$ cat config.mk
export PLATFORM = sky130hd
export DESIGN_NAME = adc_frame_reader
export DESIGN_NICKNAME = d
export VERILOG_FILES = /design/src/rtl/adcr_pkg.sv /design/src/rtl/adcr_seq.sv /design/src/rtl/adcr_shift.sv /design/src/rtl/adcr_decode.sv /design/src/rtl/adc_frame_reader.sv
export SDC_FILE = /design/constraint.sdc
export NUM_CORES = 1
export LEC_CHECK = 0
export ABC_AREA = 0
export BUFFER_PORTS_ARGS = -buffer_cell sky130_fd_sc_hd__buf_2
export CORE_ASPECT_RATIO = 0.9
export CORE_MARGIN = 2
export CORE_UTILIZATION = 30
export DETAILED_ROUTE_END_ITERATION = 8
export PLACE_DENSITY = 0.53
export REMOVE_ABC_BUFFERS = 1
export SLEW_MARGIN = 5
export SYNTH_ARGS = -nofsm -noshare
export SYNTH_HDL_FRONTEND = slang
export SYNTH_SLANG_ARGS = --single-unit
$ cat constraint.sdc
create_clock -name clk -period 7.26 [get_ports clk]
set_input_delay 0.726 -clock clk [delete_from_list [all_inputs] [get_ports clk]]
set_output_delay 0.726 -clock clk [all_outputs]
set_load 0.005 [all_outputs]
$ cat src/rtl/adcr_pkg.sv
package adcr_pkg;

  typedef enum logic [1:0] {
    PH_IDLE = 2'd0,
    PH_LEAD = 2'd1,
    PH_LOW  = 2'd2,
    PH_HIGH = 2'd3
  } phase_t;

endpackage

$ cat src/rtl/adcr_seq.sv
module adcr_seq
  import adcr_pkg::*;
#(
  parameter int DIV_W   = 8,
  parameter int QUIET_W = 8,
  parameter int NBITS   = 16
) (
  input  logic               clk,
  input  logic               rst,
  input  logic               start_i,
  input  logic [DIV_W-1:0]   div_i,
  input  logic [QUIET_W-1:0] quiet_i,
  output logic               cs_n_o,
  output logic               sclk_o,
  output logic               busy_o,
  output logic               sample_o,
  output logic               done_o
);
  localparam int CNT_W = $clog2(NBITS + 1);

  phase_t             phase;
  logic [DIV_W-1:0]   cnt;
  logic [DIV_W-1:0]   lo_r, hi_r;
  logic [DIV_W-1:0]   div_eff, lo_w, hi_w;
  logic [CNT_W-1:0]   nbit;
  logic [QUIET_W-1:0] qcnt;
  logic               cs_n_q, sclk_q, busy_q;

  always_comb begin
    div_eff = (div_i < DIV_W'(2)) ? DIV_W'(2) : div_i;
    lo_w    = div_eff >> 1;
    hi_w    = div_eff - lo_w;
  end

  assign sample_o = (phase == PH_LOW) && (cnt == '0);
  assign done_o   = (phase == PH_HIGH) && (cnt == '0) && (nbit == CNT_W'(NBITS));

  always_ff @(posedge clk) begin
    if (rst) begin
      phase  <= PH_IDLE;
      cnt    <= '0;
      lo_r   <= DIV_W'(1);
      hi_r   <= DIV_W'(1);
      nbit   <= '0;
      qcnt   <= '0;
      cs_n_q <= 1'b1;
      sclk_q <= 1'b1;
      busy_q <= 1'b0;
    end else begin
      case (phase)
        PH_IDLE: begin
          if (qcnt != '0) begin
            qcnt <= qcnt - 1'b1;
          end else if (start_i) begin
            cs_n_q <= 1'b0;
            busy_q <= 1'b1;
            sclk_q <= 1'b1;
            lo_r   <= lo_w;
            hi_r   <= hi_w;
            cnt    <= hi_w - 1'b1;
            nbit   <= '0;
            phase  <= PH_LEAD;
          end
        end
        PH_LEAD: begin
          if (cnt == '0) begin
            sclk_q <= 1'b0;
            cnt    <= lo_r - 1'b1;
            phase  <= PH_LOW;
          end else begin
            cnt <= cnt - 1'b1;
          end
        end
        PH_LOW: begin
          if (cnt == '0) begin
            sclk_q <= 1'b1;
            nbit   <= nbit + 1'b1;
            cnt    <= hi_r - 1'b1;
            phase  <= PH_HIGH;
          end else begin
            cnt <= cnt - 1'b1;
          end
        end
        PH_HIGH: begin
          if (cnt == '0) begin
            if (nbit == CNT_W'(NBITS)) begin
              cs_n_q <= 1'b1;
              busy_q <= 1'b0;
              qcnt   <= quiet_i;
              phase  <= PH_IDLE;
            end else begin
              sclk_q <= 1'b0;
              cnt    <= lo_r - 1'b1;
              phase  <= PH_LOW;
            end
          end else begin
            cnt <= cnt - 1'b1;
          end
        end
        default: phase <= PH_IDLE;
      endcase
    end
  end

  assign cs_n_o = cs_n_q;
  assign sclk_o = sclk_q;
  assign busy_o = busy_q;

endmodule

$ cat src/rtl/adcr_shift.sv
module adcr_shift #(
  parameter int NBITS = 16
) (
  input  logic             clk,
  input  logic             rst,
  input  logic             sample_i,
  input  logic             sdata_i,
  output logic [NBITS-1:0] word_o
);
  logic [NBITS-1:0] sh;

  always_ff @(posedge clk) begin
    if (rst) begin
      sh <= '0;
    end else if (sample_i) begin
      sh <= {sh[NBITS-2:0], sdata_i};
    end
  end

  assign word_o = sh;

endmodule

$ cat src/rtl/adcr_decode.sv
module adcr_decode #(
  parameter int TAG_W = 4,
  parameter int RES_W = 12,
  parameter int OUT_W = 16
) (
  input  logic                   clk,
  input  logic                   rst,
  input  logic                   done_i,
  input  logic [TAG_W+RES_W-1:0] word_i,
  input  logic [TAG_W-1:0]       temp_tag_i,
  output logic                   valid_o,
  output logic [TAG_W-1:0]       tag_o,
  output logic [OUT_W-1:0]       result_o
);
  localparam int EXT_W = OUT_W - RES_W;

  logic [TAG_W-1:0] tag_w;
  logic [RES_W-1:0] val_w;
  logic             is_temp;
  logic [OUT_W-1:0] ext_w;

  assign tag_w   = word_i[TAG_W+RES_W-1 -: TAG_W];
  assign val_w   = word_i[RES_W-1:0];
  assign is_temp = (tag_w == temp_tag_i);

  generate
    if (EXT_W > 0) begin : g_ext
      assign ext_w = {{EXT_W{is_temp & val_w[RES_W-1]}}, val_w};
    end else begin : g_noext
      assign ext_w = val_w[OUT_W-1:0];
    end
  endgenerate

  always_ff @(posedge clk) begin
    if (rst) begin
      valid_o  <= 1'b0;
      tag_o    <= '0;
      result_o <= '0;
    end else begin
      valid_o <= done_i;
      if (done_i) begin
        tag_o    <= tag_w;
        result_o <= ext_w;
      end
    end
  end

endmodule

$ cat src/rtl/adc_frame_reader.sv
module adc_frame_reader #(
  parameter int DIV_W   = 8,
  parameter int QUIET_W = 8,
  parameter int TAG_W   = 4,
  parameter int RES_W   = 12,
  parameter int OUT_W   = 16
) (
  input  logic               clk,
  input  logic               rst,
  input  logic               start_i,
  input  logic [DIV_W-1:0]   div_i,
  input  logic [QUIET_W-1:0] quiet_i,
  input  logic [TAG_W-1:0]   temp_tag_i,
  input  logic               sdata_i,
  output logic               cs_n_o,
  output logic               sclk_o,
  output logic               busy_o,
  output logic               valid_o,
  output logic [TAG_W-1:0]   tag_o,
  output logic [OUT_W-1:0]   result_o
);
  localparam int NBITS = TAG_W + RES_W;

  logic             sample_w, done_w;
  logic [NBITS-1:0] word_w;

  adcr_seq #(
    .DIV_W  (DIV_W),
    .QUIET_W(QUIET_W),
    .NBITS  (NBITS)
  ) u_seq (
    .clk     (clk),
    .rst     (rst),
    .start_i (start_i),
    .div_i   (div_i),
    .quiet_i (quiet_i),
    .cs_n_o  (cs_n_o),
    .sclk_o  (sclk_o),
    .busy_o  (busy_o),
    .sample_o(sample_w),
    .done_o  (done_w)
  );

  adcr_shift #(
    .NBITS(NBITS)
  ) u_shift (
    .clk     (clk),
    .rst     (rst),
    .sample_i(sample_w),
    .sdata_i (sdata_i),
    .word_o  (word_w)
  );

  adcr_decode #(
    .TAG_W(TAG_W),
    .RES_W(RES_W),
    .OUT_W(OUT_W)
  ) u_dec (
    .clk       (clk),
    .rst       (rst),
    .done_i    (done_w),
    .word_i    (word_w),
    .temp_tag_i(temp_tag_i),
    .valid_o   (valid_o),
    .tag_o     (tag_o),
    .result_o  (result_o)
  );

endmodule

# Word-level counts from Yosys, hierarchy flattened
# Cells that the tools add are included.
classes:
  addsub: 7
  n_mul: 0
  div_mod_pow: 0
  n_lt_le_gt_ge: 1
  eq_ne: 14
  shift: 0
  mux: 38
  n_bitwise: 2
  reduce_logical: 15
op_table:
  columns: ["cell", "n"]
  rows:
  - ["two-way mux 8 bit", 10]
  - ["one-hot mux 8 bit (4 select lines)", 1]
  - ["subtractor 8 x 1 -> 8 bit, second input constant", 4]
  - ["one-hot mux 8 bit (2 select lines)", 1]
  - ["two-way mux 5 bit", 3]
  - ["two-way mux 1 bit", 12]
  - ["two-way mux 2 bit", 6]
  - ["inequality test 2 bit, second input constant", 6]
  - ["one-hot mux 5 bit (2 select lines)", 1]
  - ["AND reduction 5 bit", 2]
  - ["zero test 8 bit", 1]
  - ["less-than comparator 8 x 2 -> 1 bit, second input constant", 1]
  - ["one-hot mux 2 bit (4 select lines)", 1]
  - ["AND reduction 4 bit", 2]
  - ["nonzero test 8 bit", 1]
  - ["subtractor 7 x 1 -> 8 bit, second input constant", 1]
  - ["subtractor 8 x 7 -> 8 bit", 1]
  - ["AND reduction 3 bit", 2]
  - ["AND reduction 6 bit", 1]
  - ["adder 5 x 1 -> 5 bit, second input constant", 1]
  - ["== test 5 bit, second input constant", 1]
  - ["== test 2 bit, second input constant", 2]
  - ["== test 4 bit", 1]
  - ["inequality test 2 x 1 -> 1 bit, second input constant", 2]
  - ["9 further kinds", 13]
totals:
  reg_bits: 75
  latchBits: 0
  ramBits: 0
  romBits: 0
  in_bits: 24
  output_inout_bits: 24
  memories: 0

# Longest topological paths before layout
depth:
  ltp_word: 7
  ltp_mapped: 15
  ltp_nobuf: 15

# Modules after synthesis
# Synthesis repeated with hierarchy kept, for this count alone.
hier_totals:
  cells_unflattened: 509
  area_unflattened_um2: 4312.9
modules_own_cells:
  columns: ["module", "n_inst", "cells_per_inst", "area_per_inst_um2", "seq_area_each_um2"]
  rows:
  - ["adcr_seq", 1, 391, 3024.2, 820.8]
  - ["adcr_decode", 1, 66, 708.2, 360.3]
  - ["adcr_shift", 1, 52, 580.6, 320.3]

# Worst setup path after synthesis
# No wires, ideal clock.
synth_path:
  kind: "input-to-reg"
  start: "input port div_i[7]"
  end: "register u_seq.cnt[7]"
  t_arrival_ns: 3.302
  slack_ns: 3.844
  path_stages: 15
  path_buffers: 0
  path_cell_list: "inv_1 > ha_1 > nor4b_1 > nand3_1 > nand2b_1 > ha_1 > inv_1 > fa_1 > a211oi_1 > nor2_1 > xor2_1 > nor3_1 > nand3_1 > xor2_1 > a21o_1"
synth_via:
  elab_chain_cells: 7
synth_lines:
  columns: ["element", "line_no", "rtl"]
  rows:
  - ["start, declared", "adc_frame_reader.sv:11", "input logic [DIV_W-1:0] div_i,"]
  - ["less-than comparator 8 x 2 -> 1 bit", "adcr_seq.sv:30", "div_eff = (div_i < DIV_W'(2)) ? DIV_W'(2) : div_i;"]
  - ["two-way mux 8 bit", "adcr_seq.sv:30", null]
  - ["via u_seq.div_eff[1]", "adcr_seq.sv:24", "logic [DIV_W-1:0] div_eff, lo_w, hi_w;"]
  - ["subtractor 8 x 7 -> 8 bit", "adcr_seq.sv:32", "hi_w = div_eff - lo_w;"]
  - ["subtractor 8 x 1 -> 8 bit", "adcr_seq.sv:60", "cnt <= hi_w - 1'b1;"]
  - ["two-way mux 8 bit", "adcr_seq.sv:54", "end else if (start_i) begin"]
  - ["two-way mux 8 bit", "adcr_seq.sv:52", "if (qcnt != '0) begin"]
  - ["one-hot mux 8 bit (4 select lines)", "adcr_seq.sv:50", "case (phase)"]
  - ["end signal, assigned", "adcr_seq.sv:60", null]
  - ["end signal, assigned", "adcr_seq.sv:68", "cnt <= lo_r - 1'b1;"]
  - ["end signal, assigned", "adcr_seq.sv:71", "cnt <= cnt - 1'b1;"]
  - ["end, declared", "adcr_seq.sv:22", "logic [DIV_W-1:0] cnt;"]
# The timed path passes the listed nets, and every way through them passes these cells. The select of a mux whose other input is x is not followed.
# A chain may end at the register's enable or synchronous reset.

# Worst setup path after layout
# Same ends and word-level chain as after synthesis.

==> impl_metrics.ini <==
[run_status]
status = finished clean

[clocking]
cts_tree = yes
clock_path_buffers = 2
ctsRootBufferMaster = clkbuf_16
post_cts_buffers = 0
cts_resized = 0
h-tree-depth = 3
cts.sinks = 75
cts_buffers = 9
clkTransAtPathRegs_ps = 60
ctsHoldBuffers = 0
insertion_delay_ps = 340

[power_and_ir_drop]
max-vdd-ir-drop_mv = 0.166
leakage_nw = 1.79
powerDensity_nw_per_um2 = 344

[yosys]
yosysWarnings = 0
synth_edf_count = 0
muxShareOfSynthArea_pct = 0
synth-seq-cells = 75
ys.flop_type = dfxtp_1
yosysSeqAreaShare_pct = 36.9
synth_area_um2 = 4070
synth_cell_types = 58
netlist_instances = 528
synth_compound_area_share_pct = 21.0
synth_xor_area_share_pct = 6.45
avgSynthCellArea_um2 = 7.72
async_flop_share_pct = 0
synthSimpleGateAreaFrac_pct = 24.4
synth_top_family_by_area = simple AND/OR/NAND/NOR gates
synth_fa_ha_area_share_pct = 5.41

[critical_path]
cp.arrival_ps = 3690
rrSetupSlack_ps = 4110
critPathMaxFanout = 4
end_kind = flip-flop
cp-start-kind = primary input
cp_data_required_time_ps = 7500
path_class = primary input to flip-flop

[drt]
drc_errors = 0
viasPerCell = 4.98
drt_iter0_markers = 156
num_vias = 3611
wl_per_cell_um = 13.7
routed_wl_mm = 9.92
ant_nets = 0
drtPass1Iterations = 4

[timing]
fmax_mhz = 289
report.final.slew_viol_count = 0
hold_violations = 0
worst_pin_slew_ps = 1090
final.period_utilization_pct = 47.6
finalCriticalPeriod_ps = 3460
finalSetupTns_ps = 0
rsz0062_at_grt = false
max_slew_margin_pct = 26.9
layout_setup_ws_ps = 3800
skew_ps = 5.00
setup-violations-final = 0

[placement]
place.gp.congestion = 0.824
dp_slack_ps = 3430
hpwl_mm = 7.05
io_buffers = 47

[final_layout]
fillers = 1417
layout.area.seq_um2 = 1500
finish.utilization_pct = 35.0
multi_input_area_um2 = 2330
nets = 593
area_delta_synth_final_pct = 14.4
drive_gt1_share_pct = 13.8
n_antenna_cell = 0

[floorplan]
die_w_um = 127
start_util_pct = 30.6
design.die.area_um2 = 14500
core_um2 = 13300
chipHeight_um = 115
io_pins = 48
num_rows = 40

[grt]
overflow = 0
grt_max_degree = 76
grt_first_pass_wirelength_mm = 16.3
grtUsageTotal_pct = 14.0
grt_pass1_vias = 3357
antenna_found_initial = 0

[flow_run]
cap_violations = 0

[hold_path]
hold_path.class = flip-flop to flip-flop
## critical path, stage by stage
cell and delay (ps):
buf_2 100, inv_1 70, ha_1 140, nor4b_1 220
nand3_1 190, nand2b_1 210, ha_1 220, inv_1 60
fa_1 410, a211oi_1 310, nor2_1 100, xor2_1 180
nor3_1 300, nand3_1 130, xor2_1 160, a21o_1 160
## worst paths after layout
check	cells past startpoint	start	to
worst max-delay path	16	div_i[7]	u_seq.cnt[7]
worst min-delay path	2	u_dec.result_o[6]	u_dec.result_o[6]
worst max register to register	7	u_seq.phase[0]	u_seq.qcnt[6]
worst min register to register	2	u_dec.result_o[6]	u_dec.result_o[6]
## routing by layer
metal  wire length (µm)  GRT usage (%)
met4                156           5.71
met2               4590           22.9
met1               4780           18.2
met5                  0              0
met3                394           2.90
## through the flow
stage               instances  hold WS, ps  cell area [µm²]  power (mW)
floorplan                 492          439             3920        1.02
global placement          709          442             4380        1.17
detailed placement        709          443             4380        1.18
CTS                       725          452             4660        1.61
global route              725          475             4660        1.72
finish                    725          448             4660        1.60
## cell usage in the layout (no fill, tap or decap), types with 2 or more instances in the layout
master,instances
nor4_1,2
inv_6,3
a21boi_0,2
nand2b_1,7
o21ai_0,18
ha_1,16
a221oi_1,5
a211oi_1,8
buf_2,47
nor3_2,2
or2_2,2
o21a_1,2
xnor2_1,14
nor2_1,47
clkbuf_16,9
o31ai_1,2
nand3_1,5
inv_1,22
buf_4,2
or3_1,3
nor3b_1,3
a21o_1,4
a311oi_1,2
nor4_4,2
and2_1,2
a31oi_1,2
dfxtp_1,75
nand2_1,106
nor3_1,16
a22oi_1,5
nand4_1,6
nand3b_1,3
a221o_1,2
o211ai_1,3
xor2_1,16
a21oi_1,64
a211o_1,3
## registers in the layout, indices dropped and copies added, names as in the netlist, 2 cells and up
name            count
u_shift.word_o     16
u_dec.result_o     13
u_seq.cnt           8
u_seq.hi_r          8
u_seq.qcnt          8
u_seq.lo_r          7
u_seq.nbit          5
u_dec.tag_o         4
u_seq.phase         2
## Yosys cell counts, drive strengths merged (4+ instances only)
master,instances,area (µm²)
inv,22,82.6
a221oi,5,43.8
ha,16,200
a211oi,9,80.1
nand3,5,25.0
xnor2,14,123
nand4,6,37.5
a22oi,5,37.5
nor3b,4,35.0
nand2b,7,43.8
a21o,4,30.0
xor2,16,140
clkbuf,24,90.1
nor3,18,100
dfxtp,75,1500
buf,12,68.8
a21oi,64,320
nor2,47,176
nand2,106,398
nor4,4,55.1
o21ai,19,95.1
## final cells by class
class / count / area share, %
sequential: 75 / 32.2
clock buffer: 9 / 4.83
timing repair buffer: 49 / 5.37
inverter: 22 / 1.77
clock inverter: 7 / 1.26
multi-input combinational: 395 / 50.0
tap: 168 / 4.51
## cells by family after synthesis
family          Yosys count
buf+inv                  58
compound gates          134
fa+ha+maj                17
simple gates            214
flops                    75
xor+xnor                 30
## where the power goes
| part | internal (mW) | switching (mW) | leakage, nW | total (mW) |
|---|---|---|---|---|
| sequential | 0.472 | 0.0795 | 0.609 | 0.551 |
| combinational | 0.249 | 0.374 | 1.04 | 0.623 |
| clock | 0.237 | 0.192 | 0.139 | 0.429 |
| total | 0.958 | 0.645 | 1.79 | 1.60 |
No activity file was read; power rests on OpenSTA's default activity.
